==> src/rtl/ssr_pkg.sv <==
package ssr_pkg;
  localparam int unsigned DEF_ROWS       = 8;
  localparam int unsigned DEF_IMG_COLS   = 280;
  localparam int unsigned DEF_DUMMY_COLS = 1;
  localparam int unsigned DEF_SMP_W      = 4;
  localparam int unsigned DEF_FRAME_W    = 16;

  // markers that travel beside a selection into the output stage
  typedef struct packed {
    logic frame_head;
    logic col_head;
  } mark_t;

  // wrapping increment of an index whose top value is last
  function automatic int unsigned wrap_inc(input int unsigned v, input int unsigned last);
    return (v >= last) ? 0 : v + 1;
  endfunction

  // odd sample above even sample, w bits each
  function automatic logic [15:0] pack_pair(input logic [7:0] ev, input logic [7:0] od,
                                            input int unsigned w);
    return (16'(od) << w) | 16'(ev);
  endfunction
endpackage

==> src/rtl/ssr_seq.sv <==
module ssr_seq #(
  parameter int unsigned COLS   = 281,
  parameter int unsigned PAIRS  = 4,
  parameter int unsigned COL_W  = 9,
  parameter int unsigned PAIR_W = 2
) (
  input  logic              clk,
  input  logic              rst_n,
  input  logic              nap_i,
  output logic [COL_W-1:0]  col_o,
  output logic [PAIR_W-1:0] pair_o,
  output ssr_pkg::mark_t    mark_o
);
  import ssr_pkg::*;

  logic [COL_W-1:0]  col_q;
  logic [PAIR_W-1:0] pair_q;
  logic              last_pair;
  logic              last_col;

  assign last_pair = (pair_q == PAIR_W'(PAIRS - 1));
  assign last_col  = (col_q == COL_W'(COLS - 1));

  always_ff @(posedge clk) begin
    if (!rst_n || nap_i) begin
      col_q  <= '0;
      pair_q <= '0;
    end else begin
      pair_q <= PAIR_W'(wrap_inc(32'(pair_q), PAIRS - 1));
      if (last_pair)
        col_q <= COL_W'(wrap_inc(32'(col_q), COLS - 1));
    end
  end

  assign col_o             = col_q;
  assign pair_o            = pair_q;
  assign mark_o.col_head   = (pair_q == '0);
  assign mark_o.frame_head = (pair_q == '0) && (col_q == '0);


  pair_step_chk: assert property (@(posedge clk) disable iff (!rst_n)
    (!nap_i && !last_pair) |=> (pair_q == $past(pair_q) + 1'b1));

  col_hold_chk: assert property (@(posedge clk) disable iff (!rst_n)
    (!nap_i && !last_pair) |=> $stable(col_q));

  col_wrap_chk: assert property (@(posedge clk) disable iff (!rst_n)
    (!nap_i && last_pair && last_col) |=> (col_q == '0 && pair_q == '0));

  col_range_chk: assert property (@(posedge clk) disable iff (!rst_n)
    col_q <= COL_W'(COLS - 1));

  nap_home_chk: assert property (@(posedge clk) disable iff (!rst_n)
    nap_i |=> (col_q == '0 && pair_q == '0));
endmodule

==> src/rtl/ssr_packer.sv <==
module ssr_packer #(
  parameter int unsigned SMP_W = 4
) (
  input  logic               clk,
  input  logic               rst_n,
  input  logic               run_i,
  input  logic [SMP_W-1:0]   even_i,
  input  logic [SMP_W-1:0]   odd_i,
  input  ssr_pkg::mark_t     mark_i,
  output logic [2*SMP_W-1:0] byte_o,
  output logic               valid_o,
  output logic               frame_start_o,
  output logic               col_start_o
);
  import ssr_pkg::*;

  logic [15:0] packed_w;
  assign packed_w = pack_pair(8'(even_i), 8'(odd_i), SMP_W);

  always_ff @(posedge clk) begin
    if (!rst_n || !run_i) begin
      byte_o        <= '0;
      valid_o       <= 1'b0;
      frame_start_o <= 1'b0;
      col_start_o   <= 1'b0;
    end else begin
      byte_o        <= packed_w[2*SMP_W-1:0];
      valid_o       <= 1'b1;
      frame_start_o <= mark_i.frame_head;
      col_start_o   <= mark_i.col_head;
    end
  end


  pack_order_chk: assert property (@(posedge clk) disable iff (!rst_n)
    run_i |=> (byte_o[SMP_W-1:0] == $past(even_i) && byte_o[2*SMP_W-1:SMP_W] == $past(odd_i)));

  fs_with_cs_chk: assert property (@(posedge clk) disable iff (!rst_n)
    frame_start_o |-> (col_start_o && valid_o));

  idle_zero_chk: assert property (@(posedge clk) disable iff (!rst_n)
    !valid_o |-> (byte_o == '0 && !col_start_o));
endmodule

==> src/rtl/ssr_power.sv <==
module ssr_power (
  input  logic clk,
  input  logic rst_n,
  input  logic nap_i,
  output logic run_o,
  output logic clk_run_o,
  output logic temp_stab_en_o,
  output logic data_oe_o
);
  logic awake_q;

  always_ff @(posedge clk) begin
    if (!rst_n) awake_q <= 1'b0;
    else        awake_q <= !nap_i;
  end

  assign run_o          = rst_n && !nap_i;
  assign clk_run_o      = awake_q;
  assign temp_stab_en_o = awake_q;
  assign data_oe_o      = awake_q;


  nap_float_chk: assert property (@(posedge clk) disable iff (!rst_n)
    nap_i |=> (!data_oe_o && !clk_run_o && !temp_stab_en_o));

  wake_drive_chk: assert property (@(posedge clk) disable iff (!rst_n)
    !nap_i |=> data_oe_o);
endmodule

==> src/rtl/ssr_frame_cnt.sv <==
module ssr_frame_cnt #(
  parameter int unsigned FRAME_W = 16
) (
  input  logic               clk,
  input  logic               rst_n,
  input  logic               nap_i,
  input  logic               frame_head_i,
  output logic [FRAME_W-1:0] cnt_o
);
  always_ff @(posedge clk) begin
    if (!rst_n || nap_i)  cnt_o <= '0;
    else if (frame_head_i) cnt_o <= cnt_o + 1'b1;
  end


  cnt_clear_chk: assert property (@(posedge clk) disable iff (!rst_n)
    nap_i |=> (cnt_o == '0));

  cnt_step_chk: assert property (@(posedge clk) disable iff (!rst_n)
    (!nap_i && frame_head_i) |=> (cnt_o == $past(cnt_o) + 1'b1));
endmodule

==> src/rtl/readout_seq.sv <==
module readout_seq #(
  parameter int unsigned ROWS       = ssr_pkg::DEF_ROWS,
  parameter int unsigned IMG_COLS   = ssr_pkg::DEF_IMG_COLS,
  parameter int unsigned DUMMY_COLS = ssr_pkg::DEF_DUMMY_COLS,
  parameter int unsigned SMP_W      = ssr_pkg::DEF_SMP_W,
  parameter int unsigned FRAME_W    = ssr_pkg::DEF_FRAME_W,
  localparam int unsigned COLS      = IMG_COLS + DUMMY_COLS,
  localparam int unsigned PAIRS     = ROWS / 2,
  localparam int unsigned COL_W     = (COLS > 1) ? $clog2(COLS) : 1,
  localparam int unsigned PAIR_W    = (PAIRS > 1) ? $clog2(PAIRS) : 1
) (
  input  logic               clk,
  input  logic               rst_n,
  input  logic               nap_i,
  input  logic [SMP_W-1:0]   even_smp_i,
  input  logic [SMP_W-1:0]   odd_smp_i,
  output logic [COL_W-1:0]   col_sel_o,
  output logic [PAIR_W-1:0]  pair_sel_o,
  output logic [2*SMP_W-1:0] pix_byte_o,
  output logic               byte_valid_o,
  output logic               frame_start_o,
  output logic               col_start_o,
  output logic [FRAME_W-1:0] frame_cnt_o,
  output logic               data_oe_o,
  output logic               clk_run_o,
  output logic               temp_stab_en_o
);
  import ssr_pkg::*;

  mark_t sel_mark;
  logic  run;

  ssr_seq #(.COLS(COLS), .PAIRS(PAIRS), .COL_W(COL_W), .PAIR_W(PAIR_W)) u_seq (
    .clk(clk), .rst_n(rst_n), .nap_i(nap_i),
    .col_o(col_sel_o), .pair_o(pair_sel_o), .mark_o(sel_mark)
  );

  ssr_power u_pwr (
    .clk(clk), .rst_n(rst_n), .nap_i(nap_i), .run_o(run),
    .clk_run_o(clk_run_o), .temp_stab_en_o(temp_stab_en_o), .data_oe_o(data_oe_o)
  );

  ssr_packer #(.SMP_W(SMP_W)) u_pack (
    .clk(clk), .rst_n(rst_n), .run_i(run),
    .even_i(even_smp_i), .odd_i(odd_smp_i), .mark_i(sel_mark),
    .byte_o(pix_byte_o), .valid_o(byte_valid_o),
    .frame_start_o(frame_start_o), .col_start_o(col_start_o)
  );

  ssr_frame_cnt #(.FRAME_W(FRAME_W)) u_fcnt (
    .clk(clk), .rst_n(rst_n), .nap_i(nap_i),
    .frame_head_i(sel_mark.frame_head), .cnt_o(frame_cnt_o)
  );


  valid_oe_chk: assert property (@(posedge clk) disable iff (!rst_n)
    byte_valid_o |-> data_oe_o);

  fs_home_chk: assert property (@(posedge clk) disable iff (!rst_n)
    (frame_start_o && data_oe_o) |-> (col_sel_o == '0 && pair_sel_o == PAIR_W'(1 % PAIRS)));
endmodule

==> config.mk <==
export PLATFORM = sky130hd
export DESIGN_NAME = readout_seq
export DESIGN_NICKNAME = d
export VERILOG_FILES = /design/src/rtl/ssr_pkg.sv /design/src/rtl/ssr_seq.sv /design/src/rtl/ssr_packer.sv /design/src/rtl/ssr_power.sv /design/src/rtl/ssr_frame_cnt.sv /design/src/rtl/readout_seq.sv
export SDC_FILE = /design/constraint.sdc
export NUM_CORES = 1
export LEC_CHECK = 0
export ABC_AREA = 1
export CORE_UTILIZATION = 47
export DETAILED_ROUTE_END_ITERATION = 8
export PLACE_DENSITY = 0.85
export SLEW_MARGIN = 5
export SYNTH_ARGS = -nofsm -noshare
export SYNTH_HDL_FRONTEND = slang
export SYNTH_HIERARCHICAL = 1
export SYNTH_SLANG_ARGS = --single-unit
==> constraint.sdc <==
create_clock -name clk -period 2.7 [get_ports clk]
set_clock_uncertainty 0.2 [all_clocks]
set_input_delay 0.27 -clock clk [delete_from_list [all_inputs] [get_ports clk]]
set_output_delay 0.27 -clock clk [all_outputs]
set_load 0.1 [all_outputs]
==> impl_results.md, run 1 <==
* Post-synth cell types at 24
* CP Max Fanout at 9
* Post-CTS Setup Bufs at 0
* CTS tree: built
* Core area at 3689 um2
* CP endpoint: u_fcnt/cnt_o[13]
* Min-delay src: u_seq/pair_o[0]
* PostCTS Resize Cnt at 0
* Largest net degree at the start of global routing at 14
* Clock root cell: clkbuf_8
* Routed WL at 3.631 mm
* Yosys reg bits at 39
* Endpoints failing setup at 0
* Max frequency at 0.4890 GHz
* Synthesized area at 1818 um2
* CP Launch Point: u_seq/col_o[0]
* Period minus WS final at 2.045 ns
* Hold violation count in the final report at 0
* Pre-Repair DR Iteration Count at 4
* Drt initial violations at 120
* Initial antenna violation count at 0
* I/O Buffers at 51
* Dpl cells at 354
* Status: finished, final reports clean
* Number of synthesized flops with an enable pin at 0
* Worst setup SP type: flop
* Width of the chip at 64.20 um
* Hold buffers post-CTS at 0
* DIE HEIGHT at 64.20 um
* Asr flop ratio synth at 0
* CP Class: flop to flop
* Layout cells sized above 1 at 0.2261
* Clock Sinks at 39
* Routability Congestion at 0.8610
* First-pass GRT wire length at 6.348 mm
* DR WL/cell at 10.03 um
* Tightest Hold Check Type: flop to flop
* Worst rel slew slack at 0.6115
* Initial core utilization at 0.4929
* Crit path arrival time at 2.04 ns
* DRC at 0
* Grt total ovfl at 0
* Std cell rows at 22
* Crit path buf inv count at 3
* Crit path capture type: flop
* Diodes inserted at 0
* Ys Warns at 6
* Family with the most delay on the worst path: simple AND/OR/NAND/NOR gates
* Total track usage at 0.1995
* Vias per cell at 4.669
* Power density over the cells at 545.4 nW/um2
* Unrepaired setup endpoints after global routing: no
* Slew Limit Fails at 0
* Reg clk slew, reported paths at 0.08 ns
* TritonCTS buffer count at 5
* Syn Nets at 274
* Post-Layout Cell Count at 362
* Seq/Total Area, Yosys at 0.4295
* Post-DP HPWL at 2.702 mm
* Syn avg cell area at 7.046 um2
* Synth Instances at 258
* R2R Path Start: u_seq/col_o[0]
* Reg2Reg Capture Point: u_fcnt/cnt_o[13]
* Tcrit/Tclk final at 0.7574
* Number of routed nets with antenna violations at 0
* Net count, final at 329
* CTS max path bufs at 2
* WP data required at 2.70 ns
* H-Tree Depth at 2
* Stages on worst setup path at 12
* Die area at 4121 um2
* Crit path cell chain: inv_1, ha_1, nand3_1, nor4_1, buf_4, nand2_1, inv_1, nand2_2, nor2_1, nand3_1, nand2_1, nor2_1
* Setup TNS at 0 ns
* Fillers at 326
* Storage cell area at 780.7 um2
* Max incr delay on CP at 0.36 ns
* FF-to-FF path depth at 12
* Clk_lat worst skew at 0.30 ns
* Via Count at 1690
* Peak VDD IR at 0.0003755 V
* Multi-input logic area at 820.8 um2
* Crit-path slowest cell: dfxtp_1
* P_leak at 1.157 nW
* Max_cap viols at 0
* Via count of the first global-routing pass at 1549
* Slew at the pin with the worst max-slew slack at 0.5814 ns
* Area delta synth->final at 31.87%
* R2R setup slack at 0.66 ns
* Dominant synthesized flop cell: dfxtp_1
* I/O pins at 52
[cells in the mapped netlist, drive strengths merged, types with 2 or more instances]
cell type	n	area, um2
a21oi	7	35.03
buf	4	31.27
dfxtp	39	780.8
ha	5	62.56
inv	48	180.2
nand2	57	224.0
nand3	22	115.1
nand4	7	43.79
nor2	53	244.0
nor3	3	26.28
o21ai	7	35.03
o21bai	2	15.01
[worst reg2reg max path, delay by kind of cell (launching register included)]
| kind | cells | cell delay [ns] |
|---|---|---|
| and+or+nand+nor | 8 | 0.84 |
| buffers and inverters | 3 | 0.40 |
| DFF | 1 | 0.36 |
| adders and majority gates | 1 | 0.15 |
[area by class of cell]
type | count | share of cell area
Sequential cell | 39 | 0.3257
Tap cell | 48 | 0.02505
Clock buffer | 6 | 0.03027
Timing Repair Buffer | 53 | 0.1764
Inverter | 48 | 0.07516
Clock inverter | 2 | 0.02505
Multi-Input combinational cell | 166 | 0.3424
[stage by stage]
step | instance area, um2 | util | hold slack, ns | power [mW] | setup slack (ns)
6_report | 2397 | 0.6499 | 0.2838 | 1.308 | 0.6551
5_1_grt | 2397 | 0.6499 | 0.3019 | 1.354 | 0.4105
4_1_cts | 2397 | 0.6499 | 0.2885 | 1.322 | 0.6685
3_5_place_dp | 2265 | 0.6140 | 0.2678 | 0.7528 | 0.6918
3_3_place_gp | 2265 | 0.6140 | 0.2446 | 0.7509 | 0.7676
2_1_floorplan | 1818 | - | 0.1424 | 0.7150 | 0.1942
[flip-flops by register name, summed over array words and instances (netlist names)]
signal                count
u_pack/valid_o            1
u_pack/frame_start_o      1
u_fcnt/cnt_o             16
u_pwr/clk_run_o           1
u_pack/col_start_o        1
u_seq/pair_o              2
u_seq/col_o               9
u_pack/byte_o             8
[metal layers]
metal / share of wire / vias to the layer above / wire length (um) / track usage
met5: 0 / - / 0 / 0
met4: 0.029 / 0 / 104 / 0.1167
met3: 0.058 / 11 / 209 / 0.05000
met2: 0.46 / 53 / 1669 / 0.3431
met1: 0.45 / 726 / 1648 / 0.2216
li1: - / 900 / - / -
[cells in the final DEF (no fill, tap or decap), drive strengths merged, types with 2 or more instances in the layout]
| cell | Yosys | final |
|---|---|---|
| nor2 | 53 | 53 |
| inv | 48 | 48 |
| ha | 5 | 5 |
| o21bai | 2 | 2 |
| nand4 | 7 | 7 |
| nor3 | 3 | 3 |
| nand3 | 22 | 22 |
| bufinv | 0 | 2 |
| nand2 | 57 | 57 |
| a21oi | 7 | 7 |
| o21ai | 7 | 7 |
| dfxtp | 39 | 39 |
| clkdlybuf4s50 | 0 | 10 |
| buf | 4 | 43 |
| clkbuf | 1 | 6 |
[logic make-up (layout without fill, tap and decap cells)]
family | after synthesis | after routing | synth area share
AO/OA/AOI/OAI | 17 | 17 | 0.05024
adder cells (fa/ha/maj) | 5 | 5 | 0.03441
buffers and inverters | 53 | 109 | 0.1191
flip-flops | 39 | 39 | 0.4295
AND/OR/NAND/NOR | 144 | 144 | 0.3668
[power by group]
group	switching (mW)	internal [mW]
clock network	0.199	0.369
registers	0.00543	0.584
logic	0.111	0.0393
total	0.315	0.992
[worst min-delay path by stage]
stage / slack [ns] / cells past startpoint / endpoint
after CTS: 0.29 / 1 / u_seq/pair_o[0]
after detailed placement: 0.27 / 1 / u_seq/pair_o[0]
after global placement: 0.24 / 1 / u_seq/pair_o[0]
after global routing: 0.30 / 3 / u_pack/byte_o[3]
final: 0.28 / 1 / u_seq/pair_o[0]
after floorplan: 0.14 / 1 / u_pwr/clk_run_o
(Power assumes the default switching activity.)
==> run 2: changes to the inputs <==
==> constraint.sdc (replaced) <==
create_clock -name clk -period 1.95 [get_ports clk]
set_clock_uncertainty 0.2 [all_clocks]
set_input_delay 0.195 -clock clk [delete_from_list [all_inputs] [get_ports clk]]
set_output_delay 0.195 -clock clk [all_outputs]
set_load 0.1 [all_outputs]
==> run 2 against run 1 <==
Effect of this change:
- count of clock-buffer cells in the layout is 1 higher
- sequential power is 37% higher
- cell count is 0.83% higher
- die area stayed put
- sequential share of layout area is 0.085 points lower
- critical endpoint is now u_fcnt/cnt_o[6]
- sequential cell count stayed put
- routed wire length is 9.0% higher
==> impl_results.md, run 2 (synthesis results as in run 1) <==
* Crit path capture type: flop
* Die area at 4121 um2 (unchanged)
* Crit path arrival time at 1.80 ns (-0.24 ns)
* DR WL/cell at 10.84 um (+8.1%)
* Unrepaired setup endpoints after global routing: yes
* Most common cell after layout, fill and taps aside: nand2_1
* Clock Sinks at 39 (unchanged)
* Commonest non-fill, non-tap cells in the layout: nand2_1, inv_1, buf_4, nor2_1, nand3_1
* Layout cells sized above 1 at 0.3281 (+0.1020)
* Fillers at 306 (-6.1%)
* Via count of the first global-routing pass at 1600 (+3.3%)
* Period minus WS final at 1.816 ns (-0.2287 ns)
* R2R setup slack at 0.13 ns (-0.52 ns)
* Worst rel slew slack at 0.7526 (+0.1411)
* Power density over the cells at 602.0 nW/um2 (+10%)
* CP Max Fanout at 8 (-1)
* Crit path buf inv count at 2 (-1)
* Reg2Reg Capture Point: u_fcnt/cnt_o[6]
* I/O pins at 52 (unchanged)
* Worst setup SP type: flop
* Std cell rows at 22 (unchanged)
* First-pass GRT wire length at 6.706 mm (+5.6%)
* Total track usage at 0.2110 (+0.01145)
* Crit path cell chain: inv_2, ha_1, nand3_1, nor4_2, buf_4, nand2_1, nor2_2, nand2_1, o21ai_0, nor2_1
* Max_cap viols at 0 (unchanged)
* Min-delay src: even_smp_i[2]
* Endpoints failing setup at 0 (unchanged)
* Routed WL at 3.956 mm (+9.0%)
* Routability Congestion at 0.8555 (-0.64%)
* Hold slack final at 0.2237 ns (-0.06009 ns)
* Initial antenna violation count at 0 (unchanged)
* Crit-path slowest cell: dfxtp_4
* H-Tree Depth at 2 (unchanged)
* Status: finished, final reports clean
* Grt total ovfl at 0 (unchanged)
* P_leak at 1.194 nW (+3.2%)
* CP Class: flop to flop
* DRC at 0 (unchanged)
* CTS max path bufs at 2 (unchanged)
* Hold violation count in the final report at 0 (unchanged)
* Max incr delay on CP at 0.36 ns (about the same)
* I/O Buffers at 51 (unchanged)
* Max frequency at 0.5506 GHz (+13%)
* Core area at 3689 um2 (unchanged)
* TritonCTS buffer count at 5 (unchanged)
* Reg clk slew, reported paths at 0.07 ns (about the same)
* Slew at the pin with the worst max-slew slack at 0.3707 ns (-0.2106 ns)
* Number of routed nets with antenna violations at 0 (unchanged)
* Post-Layout Cell Count at 365 (+0.83%)
* Reg with most FFs: u_fcnt/cnt_o
* R2R Path Start: u_seq/col_o[0]
* Largest net degree at the start of global routing at 14 (unchanged)
* Slew Limit Fails at 0 (unchanged)
* Post-DP HPWL at 2.966 mm (+9.8%)
* Clock root cell: clkbuf_8
* Initial core utilization at 0.4929 (unchanged)
* Vias per cell at 4.696 (+0.59%)
* Via Count at 1714 (+1.4%)
* Tcrit/Tclk final at 0.9314 (+0.1740)
* Tightest Hold Check Type: input port to flop
* Width of the chip at 64.20 um (unchanged)
* WP data required at 1.94 ns (-0.76 ns)
* Cell mode on critical path: nand2_1
* Min-Delay Endpoint: u_pack/byte_o[2]
* Max FFs per register at 16 (unchanged)
* FF-to-FF path depth at 10 (-2)
* DIE HEIGHT at 64.20 um (unchanged)
* Family with the most delay on the worst path: simple AND/OR/NAND/NOR gates
* Peak VDD IR at 0.0006041 V (+61%)
* Drt initial violations at 96 (-20%)
* Net count, final at 332 (+0.91%)
* Clk_lat worst skew at 0.29 ns (about the same)
* Area delta synth->final at 40.26%
* Diodes inserted at 0 (unchanged)
* CTS tree: built
* Hold Path Stages at 3 (+2)
* Pre-Repair DR Iteration Count at 4 (unchanged)
* Dpl cells at 355 (+0.28%)
run 2: per-layer routing:
| metal | GRT usage | up-vias | routed length, um |
|---|---|---|---|
| li1 | - | 910 | - |
| met1 | 0.2264 | 753 | 1711 |
| met2 | 0.3816 | 46 | 1966 |
| met3 | 0.06250 | 5 | 214 |
| met4 | 0.08889 | 0 | 65 |
| met5 | 0 | - | 0 |
run 2: layout make-up:
cell class	instances	area [um2]	share of cell area
Multi-Input combinational cell	166	867.1	0.3400
Sequential cell	39	828.3	0.3248
Timing Repair Buffer	56	533.0	0.2090
Inverter	48	180.2	0.07066
Clock buffer	7	76.32	0.02993
Tap cell	48	60.06	0.02355
Clock inverter	1	5.005	0.001963
run 2: worst max-delay path by stage:
stage | cells after the start | end | from
floorplan | 12 | u_fcnt/cnt_o[13] | u_seq/pair_o[0]
global placement | 10 | u_fcnt/cnt_o[6] | u_seq/pair_o[0]
detailed placement | 10 | u_fcnt/cnt_o[6] | u_seq/col_o[0]
CTS | 11 | u_fcnt/cnt_o[12] | u_seq/col_o[0]
global route | 11 | u_fcnt/cnt_o[7] | u_seq/pair_o[0]
finish | 10 | u_fcnt/cnt_o[6] | u_seq/col_o[0]
run 2: worst min-delay path, cell delays in order:
cell             delay [ns]
clkdlybuf4s50_1        0.40
inv_1                  0.05
nor2_1                 0.03
run 2: repair_timing:
action                                  4_1_cts  5_1_grt
endpoints found under the setup margin        0        8
hold buffers                                  0        0
setup buffers                                 0        2
resized for setup                             0        6
run 2: report_power, final:
group | internal (mW) | switching [mW]
clock network | 0.251 | 0.261
registers | 0.798 | 0.00842
logic | 0.0597 | 0.157
total | 1.11 | 0.427
run 2: per-stage QoR:
step / area, um2 / setup WS, ns / power, mW / utilization / TNS, ns
after floorplan: 1889 / -0.009838 / 0.9829 / - / -0.009838
after global placement: 2429 / 0.1637 / 1.032 / 0.6584 / 0
after detailed placement: 2429 / 0.1105 / 1.035 / 0.6584 / 0
after CTS: 2510 / 0.09474 / 1.548 / 0.6805 / 0
after global routing: 2550 / -0.01900 / 1.599 / 0.6913 / -0.03496
final: 2550 / 0.1338 / 1.535 / 0.6913 / 0
==> run 3: changes to the inputs <==
--- a/config.mk
+++ b/config.mk
@@ -6,9 +6,9 @@
 export NUM_CORES = 1
 export LEC_CHECK = 0
 export ABC_AREA = 1
-export CORE_UTILIZATION = 47
+export CORE_UTILIZATION = 31
 export DETAILED_ROUTE_END_ITERATION = 8
-export PLACE_DENSITY = 0.85
+export PLACE_DENSITY = 0.62
 export SLEW_MARGIN = 5
 export SYNTH_ARGS = -nofsm -noshare
 export SYNTH_HDL_FRONTEND = slang
==> run 3 against run 2 <==
Effect of this change:
- sequential cell count stayed put
- global-route usage shrank 7.0 points
- register-to-register slack got worse by 0.05 ns
- die area is 50% higher
- total power grew 0.16%
- first-iteration DRC count is 21% lower
- count of clock-buffer cells in the layout stayed put
- sequential power is essentially flat
- setup slack got worse by 0.053 ns
- sequential share of layout area down 1.6 points
- core utilization fell by 21 points
- combinational power grew 6%
- largest cell class unchanged
==> impl_results.md, run 3 (synthesis results as in run 1) <==
* Status: finished, final reports clean
* Tcrit/Tclk final at 0.9583 (+0.02694)
* Layout cells sized above 1 at 0.3542 (+0.02616)
* Max FFs per register at 16 (unchanged)
* Hold Path Stages at 3 (unchanged)
* Crit-path slowest cell: dfxtp_4
* DIE HEIGHT at 78.58 um (+22%)
* Clock Sinks at 39 (unchanged)
* Endpoints failing setup at 0 (unchanged)
* H-Tree Depth at 2 (unchanged)
* DR WL/cell at 10.41 um (-3.9%)
* Reg2Reg Capture Point: u_fcnt/cnt_o[13]
* Storage cell area at 828.3 um2 (unchanged)
* Worst rel slew slack at 0.7481 (-0.004442)
* Hold buffers post-CTS at 0 (unchanged)
* Reg clk slew, reported paths at 0.07 ns (about the same)
* Pre-Repair DR Iteration Count at 4 (unchanged)
* Clk_lat worst skew at 0.28 ns (about the same)
* First-pass GRT wire length at 6.810 mm (+1.6%)
* Core area at 5574 um2 (+51%)
* Width of the chip at 78.58 um (+22%)
* Slew at the pin with the worst max-slew slack at 0.3774 ns (+0.006655 ns)
* FF-to-FF path depth at 12 (+2)
* CP Class: flop to flop
* Fillers at 577 (+89%)
* Multi-input logic area at 930.9 um2 (+7.4%)
* I/O Buffers at 51 (unchanged)
* Post-DP HPWL at 2.991 mm (+0.84%)
* Worst setup SP type: flop
* Vias per cell at 4.358 (-7.2%)
* Via count of the first global-routing pass at 1510 (-5.6%)
* Crit path buf inv count at 3 (+1)
* Via Count at 1704 (-0.58%)
* Cell mode on critical path: nand2_4
* CTS max path bufs at 2 (unchanged)
* Number of routed nets with antenna violations at 0 (unchanged)
* Crit path arrival time at 1.85 ns (+0.05 ns)
* Die area at 6175 um2 (+50%)
* TritonCTS buffer count at 5 (unchanged)
* Power density over the cells at 574.0 nW/um2 (-4.7%)
* R2R Path Start: u_seq/pair_o[1]
* R2R setup slack at 0.08 ns (-0.05 ns)
* Hold slack final at 0.2316 ns (+0.007910 ns)
* I/O pins at 52 (unchanged)
* Std cell rows at 27 (+23%)
* Max frequency at 0.5351 GHz (-2.8%)
* Drt initial violations at 76 (-21%)
* Setup TNS at 0 ns (unchanged)
* Max_cap viols at 0 (unchanged)
* Net count, final at 335 (+0.90%)
* Initial core utilization at 0.3262 (-0.1667)
* Commonest non-fill, non-tap cells in the layout: nand2_1, inv_1, buf_4, nor2_1, dfxtp_1
* Family with the most delay on the worst path: simple AND/OR/NAND/NOR gates
* Diodes inserted at 0 (unchanged)
* Routed WL at 4.071 mm (+2.9%)
* CP Max Fanout at 7 (-1)
* Reg with most FFs: u_fcnt/cnt_o
* Min-Delay Endpoint: u_pack/byte_o[2]
* Grt total ovfl at 0 (unchanged)
* Period minus WS final at 1.869 ns (+0.05253 ns)
* Min-delay src: even_smp_i[2]
* P_leak at 1.228 nW (+2.9%)
* Most common cell after layout, fill and taps aside: nand2_1
* Clock root cell: clkbuf_8
* Max incr delay on CP at 0.35 ns (about the same)
* Unrepaired setup endpoints after global routing: yes
* Slew Limit Fails at 0 (unchanged)
* Initial antenna violation count at 0 (unchanged)
* Crit path cell chain: inv_2, ha_4, nand3_4, nor4_4, buf_6, nand2_4, inv_4, nand2_4, nor2_4, nand3_2, nand2_2, nor2_2
* DRC at 0 (unchanged)
* Layout Utilization at 0.4806 (-0.2107)
* Routability Congestion at 0.8625 (+0.82%)
* Hold violation count in the final report at 0 (unchanged)
* Area delta synth->final at 47.35%
* CTS tree: built
* WP data required at 1.93 ns (about the same)
* Crit path capture type: flop
* Total track usage at 0.1409 (-0.07011)
* Largest net degree at the start of global routing at 14 (unchanged)
* Tightest Hold Check Type: input port to flop
* Peak VDD IR at 0.0003674 V (-39%)
[run 3: worst reg2reg max path: cells and delay by family (launching register included)]
kind,cells,cell delay (ns)
simple gates,8,0.77
flops,1,0.35
buf+inv,3,0.30
fa+ha+maj,1,0.14
[run 3: routing by layer]
metal | wire [um] | vias to the layer above | global-route usage
met5 | 0 | - | 0
met4 | 41 | 0 | 0.05926
met3 | 215 | 4 | 0.03837
met2 | 1932 | 47 | 0.2313
met1 | 1881 | 738 | 0.1719
li1 | - | 915 | -
[run 3: worst max path at each step]
| stage | from | endpoint | slack, ns | cells after the start |
|---|---|---|---|---|
| 3_3_place_gp | u_seq/pair_o[0] | u_fcnt/cnt_o[6] | 0.13 | 10 |
| 4_1_cts | u_seq/pair_o[0] | u_fcnt/cnt_o[12] | 0.1 | 11 |
| 5_1_grt | u_seq/pair_o[1] | u_fcnt/cnt_o[13] | -0.05 | 12 |
| 2_1_floorplan | u_seq/pair_o[0] | u_fcnt/cnt_o[13] | -0.01 | 12 |
| 6_report | u_seq/pair_o[1] | u_fcnt/cnt_o[13] | 0.08 | 12 |
| 3_5_place_dp | u_seq/pair_o[0] | u_fcnt/cnt_o[12] | 0.11 | 11 |
[run 3: area by class of cell]
cell class | count | area share
Inverter | 48 | 0.07099
Timing Repair Buffer | 59 | 0.2102
Multi-Input combinational cell | 166 | 0.3475
Tap cell | 72 | 0.03363
Sequential cell | 39 | 0.3092
Clock buffer | 7 | 0.02849
[run 3: per-stage QoR]
stage,area (um2),cells,setup WS (ns),power (mW)
6_report,2679,391,0.08131,1.538
4_1_cts,2535,386,0.09668,1.542
3_3_place_gp,2459,379,0.1348,1.034
5_1_grt,2679,391,-0.04559,1.626
3_5_place_dp,2459,379,0.1106,1.036
2_1_floorplan,1889,258,-0.009838,0.9829
[run 3: repair_timing]
| action | CTS | global route |
|---|---|---|
| setup buffers | 0 | 4 |
| endpoints found under the setup margin | 0 | 9 |
| resized for setup | 0 | 24 |
[run 3: power by group]
part	internal [mW]	switching, mW	total (mW)	leakage [nW]
clock network	0.246	0.255	0.501	0.0383
registers	0.798	0.00910	0.807	0.329
logic	0.0684	0.161	0.230	0.861
